[config.mk]
export PLATFORM = sky130hd
export DESIGN_NAME = shrot_unit
export DESIGN_NICKNAME = d
export VERILOG_FILES = /design/src/rtl/shrot_pkg.sv /design/src/rtl/shrot_fill.sv /design/src/rtl/shrot_shift.sv /design/src/rtl/shrot_zero.sv /design/src/rtl/shrot_unit.sv
export SDC_FILE = /design/constraint.sdc
export NUM_CORES = 1
export LEC_CHECK = 0
export BUFFER_PORTS_ARGS = -buffer_cell sky130_fd_sc_hd__buf_2
export CAP_MARGIN = 20
export CORE_MARGIN = 4
export CORE_UTILIZATION = 25
export CTS_BUF_LIST = sky130_fd_sc_hd__clkbuf_16
export CTS_CLUSTER_DIAMETER = 80
export DETAILED_ROUTE_END_ITERATION = 16
export MAX_ROUTING_LAYER = met4
export PLACE_DENSITY = 0.5
export SLEW_MARGIN = 20
export SYNTH_ARGS = -nofsm -noshare
export SYNTH_HDL_FRONTEND = slang
export SYNTH_HIERARCHICAL = 1
export SYNTH_SLANG_ARGS = --single-unit
[constraint.sdc]
create_clock -name clk -period 0.8 [get_ports clk]
set_input_delay 0.16 -clock clk [delete_from_list [all_inputs] [get_ports clk]]
set_output_delay 0.16 -clock clk [all_outputs]
set_load 0.05 [all_outputs]
[src/rtl/shrot_pkg.sv]
package shrot_pkg;
  localparam int OP_W = 3;

  typedef enum logic [1:0] {
    FILL_ZERO  = 2'b00,
    FILL_ONE   = 2'b01,
    FILL_EDGE  = 2'b10,
    FILL_CARRY = 2'b11
  } fill_kind_e;

  typedef enum logic [OP_W-1:0] {
    OP_SHL_ZERO  = 3'd0,
    OP_SHR_ZERO  = 3'd1,
    OP_SHL_ONE   = 3'd2,
    OP_SHR_ONE   = 3'd3,
    OP_SHL_EDGE  = 3'd4,
    OP_SHR_EDGE  = 3'd5,
    OP_SHL_CARRY = 3'd6,
    OP_SHR_CARRY = 3'd7
  } shrot_op_e;

  function automatic fill_kind_e op_fill(input logic [OP_W-1:0] op);
    return fill_kind_e'(op[2:1]);
  endfunction

  function automatic logic op_right(input logic [OP_W-1:0] op);
    return op[0];
  endfunction
endpackage

[src/rtl/shrot_fill.sv]
module shrot_fill
  import shrot_pkg::*;
#(
  parameter int WIDTH = 8
) (
  input  fill_kind_e       kind_i,
  input  logic             right_i,
  input  logic [WIDTH-1:0] operand_i,
  input  logic             carry_i,
  output logic             fill_o
);
  localparam int MSB = WIDTH - 1;

  logic edge_bit;

  always_comb begin
    edge_bit = right_i ? operand_i[MSB] : operand_i[0];
    unique case (kind_i)
      FILL_ZERO:  fill_o = 1'b0;
      FILL_ONE:   fill_o = 1'b1;
      FILL_EDGE:  fill_o = edge_bit;
      FILL_CARRY: fill_o = carry_i;
      default:    fill_o = 1'b0;
    endcase
  end
endmodule

[src/rtl/shrot_shift.sv]
module shrot_shift #(
  parameter int WIDTH = 8
) (
  input  logic             right_i,
  input  logic             fill_i,
  input  logic [WIDTH-1:0] operand_i,
  output logic [WIDTH-1:0] result_o,
  output logic             carry_o
);
  localparam int MSB = WIDTH - 1;

  for (genvar i = 0; i < WIDTH; i++) begin : g_bit
    logic from_low;
    logic from_high;
    if (i == 0) begin : g_lo_end
      assign from_low = fill_i;
    end else begin : g_lo_mid
      assign from_low = operand_i[i-1];
    end
    if (i == MSB) begin : g_hi_end
      assign from_high = fill_i;
    end else begin : g_hi_mid
      assign from_high = operand_i[i+1];
    end
    assign result_o[i] = right_i ? from_high : from_low;
  end

  assign carry_o = right_i ? operand_i[0] : operand_i[MSB];
endmodule

[src/rtl/shrot_zero.sv]
module shrot_zero #(
  parameter int WIDTH = 8
) (
  input  logic [WIDTH-1:0] value_i,
  output logic             zero_o
);
  logic [WIDTH:0] acc;

  assign acc[0] = 1'b0;
  for (genvar i = 0; i < WIDTH; i++) begin : g_or
    assign acc[i+1] = acc[i] | value_i[i];
  end
  assign zero_o = ~acc[WIDTH];
endmodule

[src/rtl/shrot_unit.sv]
module shrot_unit
  import shrot_pkg::*;
#(
  parameter int WIDTH = 8
) (
  input  logic             clk,
  input  logic             rst_n,
  input  logic             valid_i,
  input  logic [OP_W-1:0]  op_i,
  input  logic [WIDTH-1:0] operand_i,
  input  logic             carry_i,
  output logic [WIDTH-1:0] result_o,
  output logic             carry_o,
  output logic             zero_o,
  output logic             wr_en_o
);
  localparam int MSB = WIDTH - 1;

  // Reset: asserts at once, releases two edges after rst_n rises.
  logic [1:0] rst_sync_q;
  logic       rst_int_n;

  always_ff @(posedge clk or negedge rst_n) begin
    if (!rst_n) rst_sync_q <= 2'b00;
    else        rst_sync_q <= {rst_sync_q[0], 1'b1};
  end
  assign rst_int_n = rst_sync_q[1];

  // Combinational datapath
  logic             fill_bit;
  logic [WIDTH-1:0] shift_res;
  logic             shift_cy;
  logic             res_zero;

  shrot_fill #(.WIDTH(WIDTH)) u_fill (
    .kind_i    (op_fill(op_i)),
    .right_i   (op_right(op_i)),
    .operand_i (operand_i),
    .carry_i   (carry_i),
    .fill_o    (fill_bit)
  );

  shrot_shift #(.WIDTH(WIDTH)) u_shift (
    .right_i   (op_right(op_i)),
    .fill_i    (fill_bit),
    .operand_i (operand_i),
    .result_o  (shift_res),
    .carry_o   (shift_cy)
  );

  shrot_zero #(.WIDTH(WIDTH)) u_zero (
    .value_i (shift_res),
    .zero_o  (res_zero)
  );

  // Next state
  logic [WIDTH-1:0] res_d, res_q;
  logic             cy_d, cy_q, z_d, z_q, we_d, we_q;
  logic             upd_en;

  always_comb begin
    upd_en = valid_i;
    res_d  = res_q;
    cy_d   = cy_q;
    z_d    = z_q;
    we_d   = we_q;
    if (upd_en) begin
      res_d = shift_res;
      cy_d  = shift_cy;
      z_d   = res_zero;
      we_d  = 1'b1;
    end
  end

  // Registers
  always_ff @(posedge clk or negedge rst_int_n) begin
    if (!rst_int_n) begin
      res_q <= '0;
      cy_q  <= 1'b0;
      z_q   <= 1'b0;
      we_q  <= 1'b0;
    end else begin
      res_q <= res_d;
      cy_q  <= cy_d;
      z_q   <= z_d;
      we_q  <= we_d;
    end
  end

  assign result_o = res_q;
  assign carry_o  = cy_q;
  assign zero_o   = z_q;
  assign wr_en_o  = we_q;

  // Assertions
  assert_hold_R9: assert property (@(posedge clk) disable iff (!rst_int_n)
    !valid_i |=> ($stable(result_o) && $stable(carry_o) && $stable(zero_o) && $stable(wr_en_o)));

  assert_wren_R8: assert property (@(posedge clk) disable iff (!rst_int_n)
    valid_i |=> wr_en_o);

  assert_one_fill_R4: assert property (@(posedge clk) disable iff (!rst_int_n)
    (valid_i && op_i[2:1] == 2'b01) |=> !zero_o);

  assert_zero_flag_R7: assert property (@(posedge clk) disable iff (!rst_int_n)
    wr_en_o |-> (zero_o == (result_o == '0)));

  assert_left_carry_R2: assert property (@(posedge clk) disable iff (!rst_int_n)
    (valid_i && !op_i[0]) |=> (carry_o == $past(operand_i[MSB])));

  assert_right_carry_R2: assert property (@(posedge clk) disable iff (!rst_int_n)
    (valid_i && op_i[0]) |=> (carry_o == $past(operand_i[0])));

  assert_sign_keep_R5: assert property (@(posedge clk) disable iff (!rst_int_n)
    (valid_i && op_i == 3'd5) |=> (result_o[MSB] == $past(operand_i[MSB])));

  assert_reset_R1: assert property (@(posedge clk) disable iff (!rst_int_n)
    !wr_en_o |-> (result_o == '0 && !carry_o && !zero_o));
endmodule

==> out/results.tsv, run 1 <==
stage	metric	value	unit
status	status	complete, but fails checks	
status	violations	setup timing	
yosys	syn_area_per_cell	16.21	um2
timing	fin_hold_ws	0.1641	ns
clock_network	cts_tree	built	
timing	post-route-period-util	162.0	%
yosys	syn_inst	43	
yosys	ys_seq_area_share	46.68	%
power	power_frac_comb	32.2	%
route	first_pass_iters	2	
route	totalWireLength	1526	um
critical_path	cp_data_required_time	0.98	ns
clock_network	clock_latency	0.24	ns
finish	final_cell_mix	mux2_4 (19), buf_6 (14), buf_2 (13), buf_4 (9), dfrtp_2 (8)	
placed_design	io_buffers	25	
clock_network	clk_pin_slew_worst_paths	0.04	ns
floorplan	dieArea	3697	um2
clock_network	cts_buffers	3	
power	p_switching	0.6744	mW
critical_path	arrival	1.47	ns
power	intPower	1.829	mW
route	vias_per_cell	4.237	
timing	fin_crit	1.296	ns
timing	hold_viol	0	
worst_hold_path	hp-class	reg2async	
yosys	synth_area	696.9	um2
finish	final_area	1226	um2
global_route	grt_start_max_net_pins	12	
timing	rsz0062_at_grt	yes	
clock_network	cts.htree.levels	1	
critical_path	end_kind	flop	
power	power_frac_seq	31.3	%
power	swShare	26.93	%
global_route	grt_usage	9.793	%
finish	final_common_cell	mux2_4	
yosys	syn_nets	58	
timing	setup_viol	21	
floorplan	die_w	60.80	um
clock_network	cts-root-buf	clkbuf_16	
floorplan	die_h	60.80	um
finish	n_antenna_cell	0	
timing	setup_slack	-0.4960	ns
finish	area_delta_synth_final	75.94	%
yosys	synth_top_area_share	46.68	%
placed_design	hpwl	1163	um
timing	drv_slew	0	
route	drc	0	
finish	instances_no_fill	118	
route	initialDrtViolationCount	12	
yosys	synth_area_leaders	dfrtp_1 (47%), mux2_4 (39%), buf_6 (3.2%)	
route	wl_per_cell	12.93	um
yosys	ys_ff_latch	13	
global_route	grt_pass1_wl	2539	um
job	maxCapViolations	0	
power	power.leakage	0.6036	nW
power	cellPowerDensity	2042	nW/um2
timing	maxClockFrequency	0.7716	GHz
global_route	grt_pass1_vias	572	
finish	nNetsFinal	104	
yosys	synth_top_area_cell	dfrtp_1	
route	drtAntennaViolNets	0	
placed_design	dp_cells	106	
floorplan	core_region_area	2567	um2
clock_network	cts.sinks	13	
timing	finClkSkew	0.0007664	ns
global_route	overflow	0	
critical_path	crit_path_start_kind	input port	
route	num_vias	500	
critical_path	critPathKind	in2reg	
global_route	grt_antenna_before_repair	0	
finish	drive_gt1_share	86.36	%
clock_network	clockBufferDepth	2	
placed_design	placed_area	944.7	um2
power	ir_worst_vdd	1.701	mV
yosys	synth_cell_types	12	
placed_design	place.gp.congestion	0.6569	
floorplan	ioPinCount	26	
placed_design	pre_cts_slack	-0.8212	ns
power	pwr-share-clk	36.5	%
floorplan	row_count	18	
critical_path	worstPathMaxFanout	9	
yosys	synth_warnings	6	
floorplan	initial_utilization	27.14	%
## logic make-up after synthesis
| logic type | Yosys count | synth area share, % |
|---|---|---|
| AO/OA/AOI/OAI | 1 | 1.257 |
| buffers and inverters | 2 | 3.231 |
| flip-flops | 13 | 46.68 |
| multiplexers | 20 | 41.83 |
| other | 1 | 0.5381 |
| AND/OR/NAND/NOR | 6 | 6.463 |
## cell usage after synthesis
master / n
dfrtp_1: 13
o2bb2ai_1: 1
mux2_4: 18
or4_1: 2
mux2i_1: 1
buf_6: 2
conb_1: 1
mux2_2: 1
nand2b_1: 1
nand2b_4: 1
or2_1: 1
nor2_1: 1
## metrics by stage
step | util, % | power (mW) | setup TNS, ns
finish | 47.76 | 2.504 | -3.384
floorplan | - | 1.209 | -2.172
global placement | 36.79 | 1.384 | -4.521
global route | 47.76 | 2.595 | -3.817
detailed placement | 36.79 | 1.395 | -4.678
CTS | 46.98 | 2.516 | -3.440
## power groups by stage
| stage | sequential [mW] | clock [mW] | combinational (mW) |
|---|---|---|---|
| after floorplan | 0.993 | 0 | 0.216 |
| after global placement | 0.775 | 0 | 0.610 |
| after detailed placement | 0.777 | 0 | 0.618 |
| after CTS | 0.784 | 0.930 | 0.802 |
| after global routing | 0.793 | 0.955 | 0.847 |
| final | 0.784 | 0.913 | 0.807 |
## routing by layer
metal  vias up  GRT usage (%)  wire length, um  part of all wire [%]
met4         0          6.502               27                   1.8
met5         -              -                0                     0
met3         2          1.489               77                   5.0
li1        241              -                -                     -
met1       238          11.18              655                    43
met2        19          15.73              766                    50
## final cells by class
| class | count | area, um2 |
|---|---|---|
| Clock buffer | 3 | 75.07 |
| Clock inverter | 1 | 3.754 |
| Fill cell | 242 | 1341 |
| Multi-Input combinational cell | 28 | 379.1 |
| Sequential cell | 13 | 335.3 |
| Tap cell | 30 | 37.54 |
| Timing Repair Buffer | 43 | 395.4 |
## sequential cells by signal, summed over array words and instances, names as in the netlist
signal	count
carry_o	1
zero_o	1
wr_en_o	1
result_o	8
rst_sync_q	2
## final timing paths
path	end	start	slack [ns]	cells after the start
max reg2reg	result_o[6]	result_o[6]	-0.12	2
min	wr_en_o	rst_sync_q[1]	0.16	1
max	zero_o	op_i[0]	-0.50	6
max in group asynchronous	rst_sync_q[0]	rst_n	0.46	2
min reg2reg	wr_en_o	rst_sync_q[1]	0.16	1
min in group clk	result_o[1]	operand_i[2]	0.30	3
## worst max-delay path, cell delays in order
cell and delay [ns]:
buf_8 0.11, buf_12 0.14, mux2_4 0.31, or4_1 0.51
nor2_1 0.11, mux2_4 0.14
## what timing repair did
item | in CTS | in global routing
gates resized for setup | 36 | 4
hold buffers | 1 | 0
endpoints found under the hold margin | 2 | 0
pin swaps | 2 | 1
setup buffers | 8 | 1
setup endpoints to repair | 21 | 21
Note: power is estimated with default switching activity, not from simulation.
==> inputs of run 2 (changes only) <==
SETUP_SLACK_MARGIN = 0.1   (was unset)
SLEW_MARGIN = unset   (was 20)
==> run 2 against run 1 <==
Effect of this change: the flow still finishes with violations (setup timing); sequential power increased by 1%; clock skew about the same; cell count increased by 5.1%; power increased by 3.7%; wire length decreased by 0.52%; die area unchanged; flip-flop and latch count unchanged.
==> out/results.tsv, run 2 (same netlist as run 1, synthesis figures left out) <==
stage	metric	value	unit
placed_design	io_buffers	25	
timing	maxClockFrequency	0.7750	GHz
finish	area_delta_synth_final	90.13	%
clock_network	clockBufferDepth	2	
finish	fillers	228	
route	vias_per_cell	4.315	
timing	finClkSkew	0.0003501	ns
clock_network	clock_latency	0.24	ns
finish	largest_reg_flops	8	
route	first_pass_iters	2	
finish	drive_gt1_share	88.30	%
global_route	grt_pass1_wl	2408	um
route	drc	0	
timing	drv_slew	0	
clock_network	cts.sinks	13	
clock_network	cts-root-buf	clkbuf_16	
timing	hold_viol	0	
route	totalWireLength	1518	um
route	num_vias	535	
critical_path	cp_data_required_time	0.98	ns
finish	final_common_cell	mux2_4	
power	cellPowerDensity	1959	nW/um2
timing	post-route-period-util	161.3	%
critical_path	worstPathMaxFanout	5	
clock_network	cts.htree.levels	1	
power	p_total	2.596	mW
status	status	complete, but fails checks	
critical_path	crit_path_start_kind	input port	
power	ir_worst_vdd	1.414	mV
timing	fin_hold_ws	0.1615	ns
global_route	grt_usage	9.802	%
finish	nNetsFinal	110	
floorplan	ioPinCount	26	
timing	setup_slack	-0.4904	ns
route	initialDrtViolationCount	10	
global_route	grt_pass1_vias	528	
worst_hold_path	hp-class	reg2async	
placed_design	hpwl	1108	um
floorplan	core_region_area	2567	um2
placed_design	dp_cells	107	
finish	post-route-util	51.61	%
clock_network	cts_buffers	3	
finish	n_antenna_cell	0	
critical_path	end_kind	flop	
critical_path	critPathKind	in2reg	
job	maxCapViolations	0	
timing	setup_viol	21	
route	wl_per_cell	12.24	um
finish	final_cell_mix	mux2_4 (19), buf_6 (17), buf_2 (13), dfrtp_2 (10), buf_4 (8)	
placed_design	place.gp.congestion	0.6706	
floorplan	die_w	60.80	um
finish	instances_no_fill	124	
route	drtAntennaViolNets	0	
floorplan	die_h	60.80	um
power	power.leakage	0.6461	nW
floorplan	row_count	18	
global_route	grt_start_max_net_pins	12	
critical_path	arrival	1.47	ns
timing	rsz0062_at_grt	yes	
critical_path	r2r_setup_slack	-0.12	ns
clock_network	clk_pin_slew_worst_paths	0.04	ns
global_route	overflow	0	
timing	fin_crit	1.290	ns
global_route	grt_antenna_before_repair	0	
status	violations	setup timing	
clock_network	cts_tree	built	
floorplan	dieArea	3697	um2
floorplan	initial_utilization	27.14	%
-- run 2: final cells by class --
cell class	instances	area [um2]	area share, %
sequential	13	337.8	25.50
tap	30	37.54	2.833
timing repair buffer	49	499.2	37.68
multi-input combinational	28	371.6	28.05
clock inverter	1	3.754	0.2833
clock buffer	3	75.07	5.666
-- run 2: power breakdown --
| group | total, mW | internal (mW) | leakage (nW) | switching (mW) |
|---|---|---|---|---|
| registers | 0.792 | 0.736 | 0.142 | 0.0559 |
| clock network | 0.920 | 0.658 | 0.0423 | 0.263 |
| logic | 0.884 | 0.507 | 0.462 | 0.377 |
-- run 2: per-stage QoR --
stage	setup TNS, ns	setup WS, ns	cell area, um2
floorplan	-2.175	-0.5832	728.2
global placement	-4.645	-0.7776	954.7
detailed placement	-4.720	-0.8039	954.7
CTS	-3.879	-0.4903	1294
global route	-4.245	-0.5349	1325
finish	-3.855	-0.4904	1325
-- run 2: routing by layer --
| metal | vias to the layer above | global-route usage, % | wire length (um) |
|---|---|---|---|
| li1 | 257 | - | - |
| met1 | 249 | 11.86 | 639 |
| met2 | 25 | 13.28 | 749 |
| met3 | 4 | 1.277 | 103 |
| met4 | 0 | 10.22 | 25 |
| met5 | - | - | 0 |
-- run 2: final timing paths --
kind / from / cells after the start / endpoint
max: op_i[0] / 6 / zero_o
min: rst_sync_q[1] / 1 / wr_en_o
max reg2reg: result_o[5] / 2 / result_o[5]
min reg2reg: rst_sync_q[1] / 1 / wr_en_o
max in group asynchronous: rst_sync_q[1] / 1 / result_o[0]
min in group clk: operand_i[2] / 3 / result_o[1]
-- run 2: critical path: stages --
cell	delay, ns
buf_12	0.11
buf_12	0.13
mux2_4	0.30
or4_1	0.51
nor2_1	0.11
mux2_4	0.14
-- run 2: what timing repair did --
action	4_1_cts	5_1_grt
cloned	1	0
hold buffers	1	0
setup buffers	12	4
resized for setup	42	10
setup endpoints to repair	22	22
pin swaps	2	1
hold endpoints to repair	2	0
==> inputs of run 3 (changes only) <==
CORE_UTILIZATION = 30   (was 25)
PLACE_DENSITY = 0.59   (was 0.5)
SYNTH_HIERARCHICAL = unset   (was 1)
==> run 3 against run 2 <==
Effect of this change: the run still ends with setup timing left; sequential share of layout area rose by 6.3 points; non-clock buffer count fell by 7; highest routed layer unchanged; global-route usage rose by 3.4 points; hold slack improved by 0.0025 ns; via count rose by 6.0%.
==> out/results.tsv, run 3 <==
stage	metric	value	unit
status	status	complete, but fails checks	
status	violations	setup timing	
yosys	syn_inst	57	
placed_design	place.gp.congestion	0.8191	
power	power_frac_comb	25.3	%
floorplan	die_h	52.23	um
floorplan	die_w	52.23	um
power	ir_worst_vdd	1.689	mV
timing	post-route-period-util	120.3	%
power	swShare	27.74	%
critical_path	worstPathMaxFanout	2	
route	num_vias	567	
clock_network	cts_buffers	3	
critical_path	end_kind	primary output	
yosys	synth_warnings	0	
finish	fillers	159	
yosys	synth_top_area_cell	dfrtp_1	
global_route	met2_usage	21.97	%
power	intPower	1.631	mW
floorplan	core_region_area	1783	um2
timing	setup_slack	-0.1624	ns
yosys	synth_top_area_share	55.44	%
floorplan	dieArea	2727	um2
route	totalWireLength	1498	um
clock_network	clk_pin_slew_worst_paths	0.05	ns
global_route	grt_antenna_before_repair	0	
global_route	grt_usage	13.15	%
timing	hold_viol	0	
yosys	synth-main-ff-cell	dfrtp_1	
critical_path	reg2regPathDepth	2	
worst_hold_path	hp-class	reg2async	
timing	finClkSkew	0.002053	ns
clock_network	cts.htree.levels	1	
power	power.leakage	0.5079	nW
yosys	ys_ff_latch	13	
finish	nNetsFinal	116	
global_route	grtUsageMet3	2.849	%
critical_path	arrival	0.80	ns
critical_path	crit_path_start_kind	flop	
floorplan	initial_utilization	32.91	%
timing	drv_slew	0	
yosys	async_reset_ff_share	100.0	%
clock_network	cts-root-buf	clkbuf_16	
floorplan	ioPinCount	26	
power	power_frac_seq	33.7	%
finish	area_delta_synth_final	81.66	%
route	initialDrtViolationCount	1	
timing	setup_viol	13	
clock_network	clockBufferDepth	2	
yosys	synth.most_common_cell	dfrtp_1	
critical_path	max_stage_delay	0.41	ns
yosys	synth_area	586.8	um2
global_route	overflow	0	
yosys	synth_edf_count	0	
critical_path	cp_data_required_time	0.64	ns
timing	maxClockFrequency	1.039	GHz
route	drc	0	
timing	setup_tns	-1.808	ns
finish	n_antenna_cell	0	
critical_path	critPathKind	reg2out	
clock_network	cts_tree	built	
finish	final_cell_mix	buf_2 (14), buf_4 (14), dfrtp_2 (11), buf_6 (10), a21oi_1 (9)	
placed_design	pre_cts_slack	-0.2612	ns
global_route	grt_pass1_wl	2463	um
route	drtAntennaViolNets	0	
timing	rsz0062_at_grt	yes	
placed_design	io_buffers	25	
route	wl_per_cell	11.98	um
job	maxCapViolations	0	
power	p_switching	0.6260	mW
clock_network	cts.sinks	13	
critical_path	cp_top_family	flip-flops	
yosys	syn_nets	72	
power	pwr-share-clk	41.0	%
floorplan	row_count	15	
critical_path	path_depth	1	
timing	fin_crit	0.9624	ns
yosys	syn_area_per_cell	10.29	um2
critical_path	crit_path_top_delay_cell	dfrtp_2	
power	cellPowerDensity	2117	nW/um2
route	first_pass_iters	2	
critical_path	path_cells	buf_8	
global_route	grt_pass1_vias	586	
global_route	top_usage_layer	met2	
critical_path	crit_buf_inv	1	
global_route	grtUsageMet1	13.85	%
finish	drive_gt1_share	60.00	%
finish	largest_reg_flops	8	
placed_design	hpwl	1172	um
global_route	grt_start_max_net_pins	12	
finish	seqCellArea	339.1	um2
finish	multiInputGateArea	265.3	um2
yosys	synth_cell_types	18	
yosys	netlist_top_cells_count	dfrtp_1 (13), a21oi_1 (9), nor2_1 (9)	
clock_network	clock_latency	0.24	ns
yosys	synth_area_leaders	dfrtp_1 (55%), mux2i_1 (10%), a21oi_1 (7.7%)	
route	vias_per_cell	4.536	
yosys	ys_seq_area_share	55.44	%
==> run 3: path summary, 6_finish.rpt <==
path / start / end / slack [ns]
max: result_o[2] / result_o[2] / -0.16
max reg2reg: wr_en_o / wr_en_o / -0.06
max in group asynchronous: rst_n / rst_sync_q[0] / 0.48
min in group clk: operand_i[6] / result_o[5] / 0.28
min: rst_sync_q[1] / zero_o / 0.16
min reg2reg: rst_sync_q[1] / zero_o / 0.16
==> run 3: layout make-up <==
| class | count | share of cell area [%] |
|---|---|---|
| Tap cell | 25 | 2.934 |
| Clock inverter | 1 | 0.3521 |
| Clock buffer | 3 | 7.042 |
| Multi-Input combinational cell | 40 | 24.88 |
| Timing Repair Buffer | 42 | 32.63 |
| Inverter | 1 | 0.3521 |
| Sequential cell | 13 | 31.81 |
==> run 3: routing by layer <==
layer  part of all wire [%]  vias to the layer above
li1                       -                      292
met1                     44                      254
met2                     48                       17
met3                    5.5                        4
met4                    2.6                        0
met5                      0                        -
==> run 3: cells by family (layout without fill, tap and decap cells) <==
kind of cell           Yosys count  in the layout  share of synthesized area, %
DFF                             13             13                         55.44
buffers and inverters            4             47                         2.771
other                            1              1                        0.6390
muxes                            6              6                         10.23
and+or+nand+nor                 17             17                         14.29
AOI/OAI and AO/OA               16             16                         16.63
==> run 3: per-stage QoR <==
stage	instance area [um2]	util [%]	power [mW]	std cells	hold WS, ns
5_1_grt	1066	59.79	2.370	125	0.1726
4_1_cts	1015	56.91	2.233	122	0.1630
3_3_place_gp	849.6	47.65	1.213	116	-0.05381
2_1_floorplan	603.1	-	1.044	57	-0.1356
6_report	1066	59.79	2.257	125	0.1640
3_5_place_dp	849.6	47.65	1.220	116	-0.05286
==> run 3: what timing repair did <==
action / CTS / global route
setup endpoints to repair: 13 / 15
buffers inserted: 1 / 3
hold buffers: 1 / 0
endpoints found under the hold margin: 2 / 0
gates resized for setup: 22 / 8
==> run 3: power groups by stage <==
stage / clock [mW] / sequential (mW) / combinational, mW
after CTS: 0.944 / 0.761 / 0.528
final: 0.925 / 0.761 / 0.570
after global placement: 0 / 0.755 / 0.459
after detailed placement: 0 / 0.758 / 0.462
after floorplan: 0 / 0.944 / 0.100
after global routing: 0.994 / 0.766 / 0.609
